==> src/rtl/lrsc_pkg.sv <==
package lrsc_pkg;

    typedef enum logic [1:0] {
        OP_LOAD  = 2'd0,
        OP_STORE = 2'd1,
        OP_LR    = 2'd2,
        OP_SC    = 2'd3
    } lrsc_op_e;

    typedef enum logic {
        RSV_IDLE = 1'b0,
        RSV_HELD = 1'b1
    } rsv_state_e;

    localparam int OP_W = 2;

endpackage

==> src/rtl/lrsc_arbiter.sv <==
module lrsc_arbiter #(
    parameter int NUM_CORES = 4,
    parameter int IDX_W     = (NUM_CORES > 1) ? $clog2(NUM_CORES) : 1
) (
    input  logic [NUM_CORES-1:0] req,
    output logic [NUM_CORES-1:0] gnt,
    output logic [IDX_W-1:0]     idx,
    output logic                 any
);

    // scan from the top down so the lowest requesting index is kept last
    always_comb begin
        gnt = '0;
        idx = '0;
        for (int i = NUM_CORES - 1; i >= 0; i--) begin
            if (req[i]) begin
                gnt    = '0;
                gnt[i] = 1'b1;
                idx    = IDX_W'(i);
            end
        end
    end

    assign any = |req;

endmodule

==> src/rtl/lrsc_mem.sv <==
module lrsc_mem #(
    parameter int ADDR_W = 4,
    parameter int DATA_W = 32
) (
    input  logic              clk,
    input  logic              rst_n,
    input  logic              wr_en,
    input  logic [ADDR_W-1:0] addr,
    input  logic [DATA_W-1:0] wdata,
    output logic [DATA_W-1:0] rdata
);

    localparam int DEPTH = 1 << ADDR_W;

    logic [DATA_W-1:0] words_q [DEPTH];

    // registered read returns the word as it stood before this edge
    always_ff @(posedge clk or negedge rst_n) begin
        if (!rst_n) begin
            for (int i = 0; i < DEPTH; i++) begin
                words_q[i] <= '0;
            end
            rdata <= '0;
        end else begin
            rdata <= words_q[addr];
            if (wr_en) begin
                words_q[addr] <= wdata;
            end
        end
    end

endmodule

==> src/rtl/lrsc_rsv_slot.sv <==
module lrsc_rsv_slot
    import lrsc_pkg::*;
#(
    parameter int ADDR_W = 4
) (
    input  logic              clk,
    input  logic              rst_n,
    input  logic              own_grant,
    input  lrsc_op_e          bus_op,
    input  logic [ADDR_W-1:0] bus_addr,
    input  logic              bus_write,
    output logic              held,
    output logic [ADDR_W-1:0] rsv_addr
);

    rsv_state_e        state_q, state_d;
    logic [ADDR_W-1:0] addr_q, addr_d;

    // state register
    always_ff @(posedge clk or negedge rst_n) begin
        if (!rst_n) begin
            state_q <= RSV_IDLE;
            addr_q  <= '0;
        end else begin
            state_q <= state_d;
            addr_q  <= addr_d;
        end
    end

    // transitions
    always_comb begin
        state_d = state_q;
        addr_d  = addr_q;
        unique case (state_q)
            RSV_IDLE: begin
                if (own_grant && bus_op == OP_LR) begin        // T_RESERVE
                    state_d = RSV_HELD;
                    addr_d  = bus_addr;
                end
            end
            RSV_HELD: begin
                if (own_grant && bus_op == OP_LR) begin        // T_REFRESH
                    addr_d = bus_addr;
                end else if (own_grant && bus_op == OP_SC) begin // T_CONSUME
                    state_d = RSV_IDLE;
                end else if (!own_grant && bus_write && bus_addr == addr_q) begin // T_SNOOP_KILL
                    state_d = RSV_IDLE;
                end
            end
            default: state_d = RSV_IDLE;
        endcase
    end

    // outputs
    always_comb begin
        held     = (state_q == RSV_HELD);
        rsv_addr = addr_q;
    end

endmodule

==> src/rtl/lrsc_monitor.sv <==
module lrsc_monitor
    import lrsc_pkg::*;
#(
    parameter int NUM_CORES = 4,
    parameter int ADDR_W    = 4,
    parameter int DATA_W    = 32
) (
    input  logic                          clk,
    input  logic                          rst_n,
    input  logic [NUM_CORES-1:0]          req_valid,
    input  logic [NUM_CORES*OP_W-1:0]     req_op,
    input  logic [NUM_CORES*ADDR_W-1:0]   req_addr,
    input  logic [NUM_CORES*DATA_W-1:0]   req_wdata,
    output logic [NUM_CORES-1:0]          req_grant,
    output logic [NUM_CORES-1:0]          rsp_valid,
    output logic [NUM_CORES*DATA_W-1:0]   rsp_data
);

    localparam int IDX_W = (NUM_CORES > 1) ? $clog2(NUM_CORES) : 1;
    localparam logic [DATA_W-1:0] ST_OK   = '0;
    localparam logic [DATA_W-1:0] ST_FAIL = DATA_W'(1);

    logic [IDX_W-1:0]  g_idx;
    logic              g_any;
    lrsc_op_e          g_op;
    logic [ADDR_W-1:0] g_addr;
    logic [DATA_W-1:0] g_wdata;
    logic              sc_ok;
    logic              wr_commit;
    logic [DATA_W-1:0] mem_rdata;

    logic [NUM_CORES-1:0] held;
    logic [ADDR_W-1:0]    rsv_addr [NUM_CORES];

    logic [NUM_CORES-1:0] rsp_valid_q;
    logic                 rsp_is_status_q;
    logic [DATA_W-1:0]    rsp_status_q;

    lrsc_arbiter #(
        .NUM_CORES (NUM_CORES),
        .IDX_W     (IDX_W)
    ) u_arb (
        .req (req_valid),
        .gnt (req_grant),
        .idx (g_idx),
        .any (g_any)
    );

    // selected request
    always_comb begin
        g_op    = lrsc_op_e'(req_op[g_idx*OP_W +: OP_W]);
        g_addr  = req_addr[g_idx*ADDR_W +: ADDR_W];
        g_wdata = req_wdata[g_idx*DATA_W +: DATA_W];
    end

    // store-conditional decision and write commit
    always_comb begin
        sc_ok     = g_any && (g_op == OP_SC) && held[g_idx] && (rsv_addr[g_idx] == g_addr);
        wr_commit = g_any && ((g_op == OP_STORE) || sc_ok);
    end

    lrsc_mem #(
        .ADDR_W (ADDR_W),
        .DATA_W (DATA_W)
    ) u_mem (
        .clk   (clk),
        .rst_n (rst_n),
        .wr_en (wr_commit),
        .addr  (g_addr),
        .wdata (g_wdata),
        .rdata (mem_rdata)
    );

    for (genvar k = 0; k < NUM_CORES; k++) begin : g_slot
        lrsc_rsv_slot #(
            .ADDR_W (ADDR_W)
        ) u_slot (
            .clk       (clk),
            .rst_n     (rst_n),
            .own_grant (req_grant[k]),
            .bus_op    (g_op),
            .bus_addr  (g_addr),
            .bus_write (wr_commit),
            .held      (held[k]),
            .rsv_addr  (rsv_addr[k])
        );
    end

    // response registers
    always_ff @(posedge clk or negedge rst_n) begin
        if (!rst_n) begin
            rsp_valid_q     <= '0;
            rsp_is_status_q <= 1'b0;
            rsp_status_q    <= '0;
        end else begin
            rsp_valid_q     <= req_grant;
            rsp_is_status_q <= (g_op == OP_STORE) || (g_op == OP_SC);
            rsp_status_q    <= ((g_op == OP_SC) && !sc_ok) ? ST_FAIL : ST_OK;
        end
    end

    assign rsp_valid = rsp_valid_q;

    for (genvar k = 0; k < NUM_CORES; k++) begin : g_rsp
        assign rsp_data[k*DATA_W +: DATA_W] =
            !rsp_valid_q[k]  ? '0 :
            rsp_is_status_q  ? rsp_status_q : mem_rdata;
    end

endmodule

==> config.mk <==
export PLATFORM = sky130hd
export DESIGN_NAME = lrsc_monitor
export DESIGN_NICKNAME = d
export VERILOG_FILES = /design/src/rtl/lrsc_pkg.sv /design/src/rtl/lrsc_arbiter.sv /design/src/rtl/lrsc_mem.sv /design/src/rtl/lrsc_rsv_slot.sv /design/src/rtl/lrsc_monitor.sv
export SDC_FILE = /design/constraint.sdc
export NUM_CORES = 1
export LEC_CHECK = 0
export BUFFER_PORTS_ARGS = -buffer_cell sky130_fd_sc_hd__buf_4
export CORE_MARGIN = 2
export CORE_UTILIZATION = 30
export CTS_BUF_LIST = sky130_fd_sc_hd__clkbuf_4 sky130_fd_sc_hd__clkbuf_8 sky130_fd_sc_hd__clkbuf_16
export CTS_CLUSTER_SIZE = 12
export DETAILED_ROUTE_END_ITERATION = 8
export MAX_ROUTING_LAYER = met4
export PLACE_DENSITY = 0.5
export SETUP_SLACK_MARGIN = 0.02
export SYNTH_ARGS = -nofsm -noshare
export SYNTH_HDL_FRONTEND = slang
export SYNTH_SLANG_ARGS = --single-unit
==> constraint.sdc <==
create_clock -name clk -period 5.95 [get_ports clk]
set_input_delay 1.19 -clock clk [delete_from_list [all_inputs] [get_ports clk]]
set_output_delay 1.19 -clock clk [all_outputs]
set_load 0.05 [all_outputs]
==> parameters.txt <==
Parameter                              Value

Clock network
  Post_cts resized ... 0
  Root Buffer Master ... clkbuf_16
  Hold buffer count at CTS ... 0
  Clock tree buffer depth ... 3
  Clock Sink Count ... 570
  Post-CTS setup buffers ... 0
  Clock Latency Late Sink ... 0.60 ns
  Maximum level of the CTS H-tree ... 3
  Clock tree from TritonCTS ... built
  Clock buffer count from CTS ... 69
  Register clock-pin slew on the reported worst setup and hold paths ... 0.05 ns

Synthesis
  Synth Register Bits ... 570
  Mean post-synth cell area ... 13.6 um2
  Count of distinct cell types in the synthesized netlist ... 57
  Synth top area share ... 49.2%
  Cells after Synth ... 2136
  Dominant cell type by area after synthesis ... dfrtp_1
  Net count after synthesis ... 2294
  Summed instance area of the synthesized netlist ... 29000 um2
  Sequential share of the synthesized area ... 49.2%
  Cell types occupying the most area after synthesis ... dfrtp_1, mux2i_1, mux2_2
  Number of warnings issued by yosys ... 0

Worst hold path
  Worst min-delay path startpoint ... u_mem.words_q[243]
  Hold Path Stages ... 1
  End point of the worst hold path ... u_mem.words_q[243]
  Kind of path behind the tightest hold check ... register to register

Worst setup path
  Slowest-stage cell, CP ... dfrtp_2
  Nature of the critical path startpoint ... register
  Worst path buffer plus inverter count ... 3
  Critical Path Max Stage Delay ... 0.63 ns
  Endpoint of the worst-slack reg-to-reg timing path ... u_mem.words_q[31]
  Critical Setup Path Class ... register to primary output
  Cell family with the largest share of critical-path delay ... buffers and inverters
  Register-to-register path setup slack ... 2.59 ns
  Crit path top cell by count ... buf_4
  Startpoint of the worst register-to-register path ... g_slot[3].u_slot.rsv_addr[2]
  Count of cells along the worst register-to-register path ... 7
  Cell-by-cell trace of the critical path ... buf_4 -> nor2b_4 -> buf_4 -> and2_1 -> buf_4
  Crit path DAT ... 2.81 ns
  Critical-path maximum fanout ... 23
  Worst endpoint required time ... 4.76 ns
  Crit path capture type ... primary output

Timing
  Number of max-slew violations in the final report ... 0
  Max frequency ... 250 MHz
  Min setup slack post-route ... 1.95 ns
  Post-route clock skew ... 0.0210 ns
  RSZ-0062 raised after global routing ... false
  Shortest period the worst path allows ... 4.00 ns
  Pin slew with the least headroom to its limit ... 1.13 ns
  Rel. slew slack ... 24.7%
  Number of hold violations in the final report ... 0
  Period utilization ... 67.2%
  TNS Setup ... 0 ns
  Final hold slack ... 0.482 ns
  Count of endpoints failing setup in the final report ... 0

Floorplanning
  Horizontal die dimension ... 315 um
  # rows ... 114
  Core area ... 96300 um2
  Initial core utilization ... 30.1%
  Count of pins on the block boundary ... 294
  Die footprint ... 99200 um2
  Y dimension of the die ... 315 um

Detailed routing
  DR WL/cell ... 21.2 um
  Total wire length after detailed routing ... 78100 um
  Remaining DRCs ... 0
  Avg Vias per Cell ... 4.86
  DRC marker count from the first detailed-route iteration ... 690
  Detailed-routing iteration count for the pre-antenna-repair pass ... 5
  Count of antenna-violating nets left after detailed routing ... 0
  Number of vias after detailed routing ... 17900

Power and ir drop
  Maximum VDD drop ... 0.173 mV
  Final Power ... 14.6 mW
  Power per cell area ... 422 nW/um2
  P_leak ... 16.4 nW

Outcome
  Result of the run ... finished, final reports clean

Placed design
  Placed Cells incl. Taps ... 3565
  Sum of net half-perimeters after detailed placement ... 49400 um
  Gp weighted congestion ... 0.792
  Cell area after placement ... 32200 um2
  Setup slack after placement ... 1.35 ns
  Count of buffers inserted at the top-level ports ... 293

Run
  Number of max-cap violations ... 0

GRT
  Initial antenna violation count ... 3
  Vias in the first global route ... 19200
  First-pass GRT wire length ... 120000 um
  Total congestion overflow after global routing ... 0
  Overall track demand over capacity in global routing ... 16.3%
  Maximum number of pins on one net before global-route repair ... 140

Layout
  Total non-filler cell area in the finished layout ... 34700 um2
  Non-filler instance count after layout ... 3687
  # fillers ... 9278
  Fraction of layout cells with a size suffix above 1 ... 36.9%
  Most used cells in the layout excluding fill and tap cells ... dfrtp_1, mux2i_1, mux2_2
  Most common library cell in the layout ignoring fill and taps ... dfrtp_1
  Sequential cell area ... 14300 um2
  Final core area utilization ... 36.0%
  Synthesis-to-layout area growth ... 19.5%
  NumNets Final ... 2518
  Multi-input gate area in the final layout ... 13700 um2
==> flip-flops by register name, summed over array words and instances, names as in the netlist <==
name,count
u_mem.rdata,32
g_slot.u_slot.rsv_addr,16
rsp_is_status_q,1
rsp_valid,4
u_mem.words_q,512
rsp_status_q,1
g_slot.u_slot.held,4
==> where the power goes <==
part	switching, mW	internal [mW]	leakage, nW
sequential	0.841	5.52	7.09
combinational	1.80	2.06	8.13
clock	1.64	2.77	1.21
total	4.28	10.4	16.4
==> per-layer routing <==
layer	GRT usage, %	share of wire, %	up-vias
met1	20.7	45	9366
met5	-	0	-
li1	-	-	8116
met4	3.77	1.8	0
met3	2.13	3.5	103
met2	27.5	50	325
==> layout make-up <==
type / instances / share of cell area (%)
sequential: 570 / 41.2
timing repair buffer: 336 / 7.63
tap: 1276 / 4.61
antenna: 2 / 0.0144
inverter: 10 / 0.108
clock buffer: 101 / 6.11
multi-input combinational: 1373 / 39.5
clock inverter: 19 / 0.885
==> cell families (layout without fill, tap and decap cells) <==
family | after synthesis | in the layout | share of synthesized area, %
AOI/OAI and AO/OA | 70 | 70 | 1.70
and+or+nand+nor | 263 | 263 | 5.87
other | 0 | 2 | 0
xor gates and xnor gates | 15 | 15 | 0.453
muxes | 1025 | 1025 | 39.0
DFF | 570 | 570 | 49.2
buffers and inverters | 193 | 466 | 3.82
==> synth_stat cells (all sizes together) <==
master   instances
a211o            1
o21a             4
o31a             1
mux4            32
and2b            1
buf            116
nor2            16
nor4b            3
or3              7
nor2b           39
a21o             1
nand3b           7
a221o            3
a211oi           4
nand2           24
nor3            12
o22ai            1
inv             10
a31o             2
a41oi            2
nand3            6
a21oi           23
o211a            1
a21boi           2
xnor2           15
o211ai           4
nand2b           1
a22oi            1
o22a             1
a221oi           5
and3             5
nand4bb          2
mux2i          481
clkbuf          67
dfrtp          570
o2bb2ai          1
or2              3
o21bai           1
nor3b            2
o21ai           11
and2           127
nor4bb           2
mux2           512
nor4             6
o221ai           1
==> how the worst max path moves through the flow <==
stage,from,end,slack [ns],depth (start not counted)
global route,req_valid[1],u_mem.words_q[22],1.77,7
floorplan,req_valid[2],u_mem.words_q[129],2.22,11
detailed placement,req_valid[1],u_mem.words_q[27],1.35,7
global placement,req_valid[1],u_mem.words_q[31],1.44,8
CTS,rsp_is_status_q,rsp_data[49],1.78,5
finish,rsp_is_status_q,rsp_data[49],1.95,5
(Power assumes the default switching activity.)
